## config.mk

```make
export PLATFORM = sky130hd
export DESIGN_NAME = gct_global_timer
export DESIGN_NICKNAME = d
export VERILOG_FILES = /design/src/rtl/gct_pkg.sv /design/src/rtl/gct_counter.sv /design/src/rtl/gct_core_slot.sv /design/src/rtl/gct_read_mux.sv /design/src/rtl/gct_global_timer.sv
export SDC_FILE = /design/constraint.sdc
export NUM_CORES = 1
export LEC_CHECK = 0
export ABC_AREA = 1
export BUFFER_PORTS_ARGS = -buffer_cell sky130_fd_sc_hd__buf_2
export CAP_MARGIN = 5
export CELL_PAD_IN_SITES_DETAIL_PLACEMENT = 2
export CELL_PAD_IN_SITES_GLOBAL_PLACEMENT = 2
export CORE_ASPECT_RATIO = 0.8
export CORE_MARGIN = 2
export CORE_UTILIZATION = 31
export CTS_CLUSTER_DIAMETER = 30
export DETAILED_ROUTE_END_ITERATION = 16
export PLACE_DENSITY_LB_ADDON = 0.15
export SYNTH_ARGS = -nofsm -noshare
export SYNTH_HDL_FRONTEND = slang
export SYNTH_HIERARCHICAL = 1
export SYNTH_SLANG_ARGS = --single-unit
```

## constraint.sdc

```tcl
create_clock -name clk -period 2.3 [get_ports clk]
set_input_delay 0.345 -clock clk [delete_from_list [all_inputs] [get_ports clk]]
set_output_delay 0.345 -clock clk [all_outputs]
set_load 0.02 [all_outputs]
```

## src/rtl/gct_pkg.sv

```systemverilog
package gct_pkg;
   localparam int OFS_W = 3;
   localparam logic [OFS_W-1:0] OFS_CNT_LO = 3'd0;
   localparam logic [OFS_W-1:0] OFS_CNT_HI = 3'd1;
   localparam logic [OFS_W-1:0] OFS_CTRL   = 3'd2;
   localparam logic [OFS_W-1:0] OFS_STAT   = 3'd3;
   localparam logic [OFS_W-1:0] OFS_CMP_LO = 3'd4;
   localparam logic [OFS_W-1:0] OFS_CMP_HI = 3'd5;
   localparam logic [OFS_W-1:0] OFS_INC    = 3'd6;

   // control word bit positions
   localparam int CB_RUN  = 0;
   localparam int CB_CMP  = 1;
   localparam int CB_IRQ  = 2;
   localparam int CB_AUTO = 3;

   // per-core config field (control bits 3:1)
   typedef struct packed {
      logic auto_inc;
      logic irq_en;
      logic cmp_en;
   } core_cfg_t;
endpackage

```

## src/rtl/gct_counter.sv

```systemverilog
module gct_counter
   import gct_pkg::*;
#(
   parameter int WORD_W = 32,
   localparam int CNT_W = 2 * WORD_W
) (
   input  logic              clk,
   input  logic              rst_n,
   input  logic              tick_en,
   input  logic              wr_lo,
   input  logic              wr_hi,
   input  logic              wr_ctrl,
   input  logic [WORD_W-1:0] wdata,
   output logic              run,
   output logic [CNT_W-1:0]  cnt
);
   logic run_q;
   logic [CNT_W-1:0] cnt_q;

   // shared run bit, written from any core's control word
   always_ff @(posedge clk or negedge rst_n) begin
      if (!rst_n)       run_q <= 1'b0;
      else if (wr_ctrl) run_q <= wdata[CB_RUN];
   end

   always_ff @(posedge clk or negedge rst_n) begin
      if (!rst_n) begin
         cnt_q <= '0;
      end else if (run_q) begin
         if (tick_en) cnt_q <= cnt_q + CNT_W'(1);
      end else begin
         if (wr_lo) cnt_q[WORD_W-1:0]     <= wdata;
         if (wr_hi) cnt_q[CNT_W-1:WORD_W] <= wdata;
      end
   end

   assign run = run_q;
   assign cnt = cnt_q;
endmodule

```

## src/rtl/gct_core_slot.sv

```systemverilog
module gct_core_slot
   import gct_pkg::*;
#(
   parameter int WORD_W      = 32,
   parameter int INC_W       = 32,
   parameter bit AUTO_INC_EN = 1'b1,
   localparam int CNT_W = 2 * WORD_W
) (
   input  logic              clk,
   input  logic              rst_n,
   input  logic [CNT_W-1:0]  cnt,
   input  logic              we,
   input  logic [OFS_W-1:0]  addr,
   input  logic [WORD_W-1:0] wdata,
   output logic [CNT_W-1:0]  cmp,
   output logic [INC_W-1:0]  inc,
   output core_cfg_t         cfg,
   output logic              flag,
   output logic              irq
);
   core_cfg_t cfg_q;
   logic [CNT_W-1:0] cmp_q;
   logic flag_q;
   logic hit;
   logic wr_cmp_lo, wr_cmp_hi;

   assign hit       = cfg_q.cmp_en && (cnt >= cmp_q);
   assign wr_cmp_lo = we && (addr == OFS_CMP_LO);
   assign wr_cmp_hi = we && (addr == OFS_CMP_HI);

   always_ff @(posedge clk or negedge rst_n) begin
      if (!rst_n)
         cfg_q <= '0;
      else if (we && addr == OFS_CTRL)
         cfg_q <= '{auto_inc: wdata[CB_AUTO], irq_en: wdata[CB_IRQ], cmp_en: wdata[CB_CMP]};
   end

   generate
      if (AUTO_INC_EN) begin : g_autoinc
         logic [INC_W-1:0] inc_q;
         always_ff @(posedge clk or negedge rst_n) begin
            if (!rst_n)                     inc_q <= '0;
            else if (we && addr == OFS_INC) inc_q <= wdata[INC_W-1:0];
         end
         always_ff @(posedge clk or negedge rst_n) begin
            if (!rst_n) begin
               cmp_q <= '0;
            end else if (wr_cmp_lo || wr_cmp_hi) begin
               if (wr_cmp_lo) cmp_q[WORD_W-1:0]     <= wdata;
               if (wr_cmp_hi) cmp_q[CNT_W-1:WORD_W] <= wdata;
            end else if (hit && cfg_q.auto_inc) begin
               cmp_q <= cmp_q + CNT_W'(inc_q);
            end
         end
         assign inc = inc_q;
      end else begin : g_fixed
         always_ff @(posedge clk or negedge rst_n) begin
            if (!rst_n) begin
               cmp_q <= '0;
            end else begin
               if (wr_cmp_lo) cmp_q[WORD_W-1:0]     <= wdata;
               if (wr_cmp_hi) cmp_q[CNT_W-1:WORD_W] <= wdata;
            end
         end
         assign inc = '0;
      end
   endgenerate

   // match sets the flag; a write of 1 clears it; a match wins
   always_ff @(posedge clk or negedge rst_n) begin
      if (!rst_n)                                  flag_q <= 1'b0;
      else if (hit)                                flag_q <= 1'b1;
      else if (we && addr == OFS_STAT && wdata[0]) flag_q <= 1'b0;
   end

   assign cmp  = cmp_q;
   assign cfg  = cfg_q;
   assign flag = flag_q;
   assign irq  = flag_q && cfg_q.irq_en;
endmodule

```

## src/rtl/gct_read_mux.sv

```systemverilog
module gct_read_mux
   import gct_pkg::*;
#(
   parameter int NUM_CORES = 2,
   parameter int WORD_W    = 32,
   parameter int INC_W     = 32,
   localparam int CNT_W = 2 * WORD_W,
   localparam int SEL_W = (NUM_CORES > 1) ? $clog2(NUM_CORES) : 1
) (
   input  logic [OFS_W-1:0]                  addr,
   input  logic [SEL_W-1:0]                  sel,
   input  logic                              run,
   input  logic [CNT_W-1:0]                  cnt,
   input  logic [NUM_CORES-1:0][CNT_W-1:0]   cmp_a,
   input  logic [NUM_CORES-1:0][INC_W-1:0]   inc_a,
   input  core_cfg_t [NUM_CORES-1:0]         cfg_a,
   input  logic [NUM_CORES-1:0]              flag_a,
   output logic [WORD_W-1:0]                 rdata
);
   logic sel_ok;
   assign sel_ok = int'(sel) < NUM_CORES;

   always_comb begin
      rdata = '0;
      unique case (addr)
         OFS_CNT_LO: rdata = cnt[WORD_W-1:0];
         OFS_CNT_HI: rdata = cnt[CNT_W-1:WORD_W];
         OFS_CTRL: begin
            rdata[CB_RUN] = run;
            if (sel_ok) begin
               rdata[CB_CMP]  = cfg_a[sel].cmp_en;
               rdata[CB_IRQ]  = cfg_a[sel].irq_en;
               rdata[CB_AUTO] = cfg_a[sel].auto_inc;
            end
         end
         OFS_STAT:   if (sel_ok) rdata[0] = flag_a[sel];
         OFS_CMP_LO: if (sel_ok) rdata = cmp_a[sel][WORD_W-1:0];
         OFS_CMP_HI: if (sel_ok) rdata = cmp_a[sel][CNT_W-1:WORD_W];
         OFS_INC:    if (sel_ok) rdata = WORD_W'(inc_a[sel]);
         default:    rdata = '0;
      endcase
   end
endmodule

```

## src/rtl/gct_global_timer.sv

```systemverilog
module gct_global_timer
   import gct_pkg::*;
#(
   parameter int NUM_CORES   = 2,
   parameter int WORD_W      = 32,
   parameter int INC_W       = 32,
   parameter bit AUTO_INC_EN = 1'b1,
   localparam int CNT_W = 2 * WORD_W,
   localparam int SEL_W = (NUM_CORES > 1) ? $clog2(NUM_CORES) : 1
) (
   input  logic              clk,
   input  logic              rst_n,
   input  logic              tick_en,
   input  logic [SEL_W-1:0]  core_sel,
   input  logic [OFS_W-1:0]  reg_addr,
   input  logic              reg_we,
   input  logic [WORD_W-1:0] reg_wdata,
   output logic [WORD_W-1:0] reg_rdata,
   output logic [NUM_CORES-1:0] irq
);
   generate
      if (NUM_CORES < 1 || NUM_CORES > 64) begin : g_bad_cores
         $error("NUM_CORES must lie in 1..64");
      end
      if (WORD_W < 4) begin : g_bad_word
         $error("WORD_W must hold the four control bits");
      end
      if (INC_W < 1 || INC_W > WORD_W) begin : g_bad_inc
         $error("INC_W must lie in 1..WORD_W");
      end
   endgenerate

   logic run_q;
   logic [CNT_W-1:0] cnt_q;
   logic [NUM_CORES-1:0][CNT_W-1:0] cmp_a;
   logic [NUM_CORES-1:0][INC_W-1:0] inc_a;
   core_cfg_t [NUM_CORES-1:0] cfg_a;
   logic [NUM_CORES-1:0] flag_a;
   logic [NUM_CORES-1:0] core_we;

   gct_counter #(.WORD_W(WORD_W)) u_cnt (
      .clk     (clk),
      .rst_n   (rst_n),
      .tick_en (tick_en),
      .wr_lo   (reg_we && reg_addr == OFS_CNT_LO),
      .wr_hi   (reg_we && reg_addr == OFS_CNT_HI),
      .wr_ctrl (reg_we && reg_addr == OFS_CTRL),
      .wdata   (reg_wdata),
      .run     (run_q),
      .cnt     (cnt_q)
   );

   generate
      for (genvar i = 0; i < NUM_CORES; i++) begin : g_core
         assign core_we[i] = reg_we && (int'(core_sel) == i);
         gct_core_slot #(
            .WORD_W      (WORD_W),
            .INC_W       (INC_W),
            .AUTO_INC_EN (AUTO_INC_EN)
         ) u_slot (
            .clk   (clk),
            .rst_n (rst_n),
            .cnt   (cnt_q),
            .we    (core_we[i]),
            .addr  (reg_addr),
            .wdata (reg_wdata),
            .cmp   (cmp_a[i]),
            .inc   (inc_a[i]),
            .cfg   (cfg_a[i]),
            .flag  (flag_a[i]),
            .irq   (irq[i])
         );
      end
   endgenerate

   gct_read_mux #(
      .NUM_CORES (NUM_CORES),
      .WORD_W    (WORD_W),
      .INC_W     (INC_W)
   ) u_rd (
      .addr   (reg_addr),
      .sel    (core_sel),
      .run    (run_q),
      .cnt    (cnt_q),
      .cmp_a  (cmp_a),
      .inc_a  (inc_a),
      .cfg_a  (cfg_a),
      .flag_a (flag_a),
      .rdata  (reg_rdata)
   );
endmodule

```

==> reports/results.txt, run 1 <==
Initial Util - 0.313
Die Width - 344 um
Post-synth cell types - 50
Sequential fraction of the synthesis area - 0.232
Main synth FF type - dfrtp_1
Die Height - 276 um
Post-synth EDFFs - 0
Outcome - aborted with a tool error
GRT Residual Overflow - 27
Root Driver - clkbuf_16
Largest area contributor in the netlist - nand2_1
Area share of the leading cell type in the synthesized netlist - 0.280
GRT Overall Usage - 0.729
CTS Sinks - 265
Stopped at - global routing
Synth area leaders - nand2_1, dfrtp_1, ha_1
Largest net degree at the start of global routing - 62
Row cnt - 99
Dpl ws - -663 ps
Fraction of registers with async set or reset after synthesis - 1.00
GRT worst endpoint - g_core[1].u_slot/cmp[50]$_DFFE_PN0P_/D
Port bufs - 73
IO Count - 74
#FFs+latches synth - 265
Placer Congestion - 0.994
Ys Warns - 6
Dpl hpwl - 160000 um
Err - [ERROR GRT-0232] Routing congestion too high. Check the congestion heatmap in the GUI.
Synthesized area per cell - 5.83 um^2
H-tree Lvls - 3
Worst_ep kind - register data pin
Longest Clk Path Bufs - 3
Initial antenna violation count - 39
Post-Syn Area - 28600 um^2
Cts bufs inserted - 97
Gate Count Post-Synth - 4912
Net Count, Synth - 5147
metal layers:
| metal | GRT usage | overflow |
|---|---|---|
| met2 | 0.925 | 13 |
| met4 | 0.738 | 12 |
| met5 | 0.276 | 1 |
| met1 | 0.728 | 0 |
| met3 | 0.535 | 1 |
repair_timing:
action                     4_1_cts
hold buffers                     2
gates resized for setup        268
pin swaps                       43
buffers inserted                28
gates cloned                    12
setup endpoints to repair      162
hold endpoints to repair        35
synth_stat cells (all sizes together) (3+ instances only):
cell type     n
o211ai        6
xor2          6
nor3         37
nor2        465
nand3b       15
mux2         52
buf          81
nor4          7
inv         643
o21bai       36
nand3       421
nand4        77
clkbuf       51
ha          193
a21oi       181
nand2      2162
xnor2        13
and2          4
o31ai         3
a31oi         6
o21ai       143
nor3b         3
or2          26
dfrtp       265
o21a          3
cells by family after synthesis:
logic type	synth area share
AOI/OAI and AO/OA	0.0729
xor gates and xnor gates	0.00581
adders and majority gates	0.0857
buffers and inverters	0.109
DFF	0.232
muxes	0.0211
and+or+nand+nor	0.473
metrics by stage:
| stage | instance area, um^2 | TNS (ps) | hold slack (ps) | instances |
|---|---|---|---|---|
| after detailed placement | 36600 | -70240 | 312 | 6870 |
| after floorplan | 28600 | 0 | 49.4 | 4912 |
| after global placement | 36600 | -51580 | 314 | 6870 |
| after CTS | 41700 | -59230 | 34.0 | 7092 |
==> inputs of run 2 (changes only) <==
--- a/config.mk
+++ b/config.mk
@@ -8,12 +8,8 @@
 export ABC_AREA = 1
 export BUFFER_PORTS_ARGS = -buffer_cell sky130_fd_sc_hd__buf_2
 export CAP_MARGIN = 5
-export CELL_PAD_IN_SITES_DETAIL_PLACEMENT = 2
-export CELL_PAD_IN_SITES_GLOBAL_PLACEMENT = 2
-export CORE_ASPECT_RATIO = 0.8
 export CORE_MARGIN = 2
-export CORE_UTILIZATION = 31
-export CTS_CLUSTER_DIAMETER = 30
+export CORE_UTILIZATION = 40
 export DETAILED_ROUTE_END_ITERATION = 16
 export PLACE_DENSITY_LB_ADDON = 0.15
 export SYNTH_ARGS = -nofsm -noshare
==> constraint.sdc (replaced) <==
create_clock -name clk -period 3 [get_ports clk]
set_input_delay 0.45 -clock clk [delete_from_list [all_inputs] [get_ports clk]]
set_output_delay 0.45 -clock clk [all_outputs]
set_load 0.02 [all_outputs]
==> reports/results.txt, run 2 <==
Outcome - finished clean
Worst r2r path cells - 15
Net Count, Synth - 5147 (unchanged)
Initial Util - 0.402 (+0.0887)
DRC Markers - 0
Hold Path Class - input port to flop
Synthesized area per cell - 5.83 um^2 (unchanged)
Initial DRC count - 3824
Worst-skew pair later-pin latency - 580 ps
Setup crit start kind - flop
GRT Overall Usage - 0.389
Ys Warns - 6 (unchanged)
Die Width - 272 um (-21%)
Multi-input logic area - 18900 um^2
Root Driver - clkbuf_16
First-pass GRT wire length - 210000 um
# setup viols final - 0
Critical-path maximum fanout - 17
Largest net degree at the start of global routing - 98
#FFs+latches synth - 265 (unchanged)
Measured slew at the worst slew-check pin - 742 ps
Port bufs - 73 (unchanged)
Total die area - 73800 um^2
F_max - 351 MHz
Placer Congestion - 1.06 (+6.7%)
Core Area - 71200 um^2
Reg2reg end - g_core[0].u_slot/cmp[36]
Maxcap violations - 0
Worst EP required - 3490 ps
Setup Fix Bufs, Post-CTS - 0 (-100%)
Sequential fraction of the synthesis area - 0.232 (unchanged)
Reg area - 6630 um^2
CP Data Arrival Time - 3340 ps
Fill cell count - 7907
H-tree Lvls - 2 (-1)
Critical path destination - g_core[0].u_slot/cmp[36]
Area share of the leading cell type in the synthesized netlist - 0.280 (unchanged)
IO Count - 74 (unchanged)
Synth area leaders - nand2_1, dfrtp_1, ha_1
Vias per cell - 5.50
Post-Syn Area - 28600 um^2 (unchanged)
Gate Count Post-Synth - 4912 (unchanged)
Fin util - 0.457
Max-Slew Margin vs Limit - 0.505
Routed wire length - 147000 um
Max FFs per register - 128
Vias in the first global route - 31.2k
Main synth FF type - dfrtp_1
FF-to-FF Start - g_core[0].u_slot/cmp[59]
Fin crit period - 2850 ps
Setup TNS - 0 ps
CTS Sinks - 265 (unchanged)
1st-pass router iterations - 6
Share of cells above drive strength 1 - 0.110
R2R Setup Slk - 150 ps
Worst Setup End Kind - flop
WL/cell - 24.1 um
CTS tree - done
Post-synth cell types - 50 (unchanged)
Final Max Slew Viols - 0
Most frequent cells in the layout - nand2_1, inv_1, nor2_1
Pwr per Cell Area - 948 nW/um^2
Most common cell after layout, fill and taps aside - nand2_1
Die Height - 272 um (-1.6%)
CP Launch Point - g_core[0].u_slot/cmp[59]
Max VDD drop - 0.375 mV
GRT Residual Overflow - 0
DR vias - 33.4k
Clock skew - 31.4 ps
Post-synth top cells - nand2_1, inv_1, nor2_1
Setup CP Type - flop to flop
Worst-path clk slew - 60 ps
Antenna violation net count after detailed routing - 0
Lkg Pwr - 18.2 nW
Cts bufs inserted - 36 (-63%)
Count leader, synth - nand2_1
Initial antenna violation count - 4
Tcrit/Tclk final - 0.949
Post-synth EDFFs - 0 (unchanged)
Dpl hpwl - 119000 um (-26%)
Area Growth Syn to Fin - 13.6%
RSZ-0062 raised after global routing - false
Endpoints failing hold - 0
Fraction of registers with async set or reset after synthesis - 1.00 (unchanged)
Final nets - 5327
Longest Clk Path Bufs - 3 (unchanged)
Row cnt - 98 (-1.0%)
Largest area contributor in the netlist - nand2_1
run 2: metal layers:
metal / wire (um) / up-vias / global-route usage
li1: - / 15803 / -
met1: 60200 / 15564 / 0.507
met2: 63900 / 1663 / 0.605
met3: 13500 / 337 / 0.0790
met4: 8870 / 0 / 0.207
met5: 0 / - / 0
run 2: cells by family after synthesis:
| logic type | Yosys count | synth area share |
|---|---|---|
| DFF | 265 | 0.232 |
| and+or+nand+nor | 3219 | 0.473 |
| adders and majority gates | 195 | 0.0857 |
| muxes | 54 | 0.0211 |
| buffers and inverters | 776 | 0.109 |
| xor gates and xnor gates | 19 | 0.00581 |
| AOI/OAI and AO/OA | 384 | 0.0729 |
run 2: worst min path at each step:
| stage | from | endpoint | slack [ps] | cells past startpoint |
|---|---|---|---|---|
| floorplan | rst_n | g_core[0].u_slot/cfg[0] | 150 | 0 |
| global placement | rst_n | g_core[0].u_slot/cmp[2] | 500 | 1 |
| detailed placement | rst_n | g_core[0].u_slot/cmp[2] | 500 | 1 |
| CTS | reg_wdata[0] | u_cnt/run | 240 | 3 |
| global route | reg_wdata[3] | g_core[1].u_slot/cfg[2] | 250 | 3 |
| finish | reg_wdata[0] | u_cnt/run | 260 | 3 |
run 2: timing repair:
| item | 4_1_cts | 5_1_grt |
|---|---|---|
| hold buffers | 1 | 0 |
| hold endpoints to repair | 62 | 0 |
| setup endpoints to repair | 0 | 79 |
| gates resized for setup | 0 | 7 |
run 2: metrics by stage:
step	hold slack [ps]	cells	power [mW]	worst slack [ps]	area, um^2
5_1_grt	253	6071	33.0	0.311	32500
6_report	263	6071	30.8	153	32500
3_5_place_dp	496	6003	25.3	126	31200
4_1_cts	235	6068	30.3	106	32500
3_3_place_gp	498	6003	25.2	120	31200
2_1_floorplan	154	4912	17.6	853	28600
run 2: final cells by class:
class / count / share of cell area
diodes: 3 / 0.000231
clock buffers: 47 / 0.0321
clock inverters: 17 / 0.00800
inverters: 644 / 0.0743
multi-input cells: 3871 / 0.581
flip-flops and latches: 265 / 0.204
well taps: 950 / 0.0365
repair buffers: 274 / 0.0638
run 2: worst max-delay path: stages (launching register included):
cell and delay (ps):
dfrtp_1 500, inv_1 160, ha_1 320, nand2_1 60, nor2_1 110, nand4_1 210, nor3_2 260, nand2_1 80
nor2_1 130, nand2_1 80, nand2_2 130, nand3_4 190, nand2_2 130, buf_4 250, nand2_1 80, nand2_1 80
run 2: power breakdown:
group | switching (mW) | leakage [nW] | total [mW] | internal [mW]
registers | 2.21 | 3.30 | 7.13 | 4.93
logic | 12.4 | 14.3 | 18.8 | 6.49
clock network | 1.89 | 0.631 | 4.87 | 2.98
Note: power is estimated with default switching activity, not from simulation.
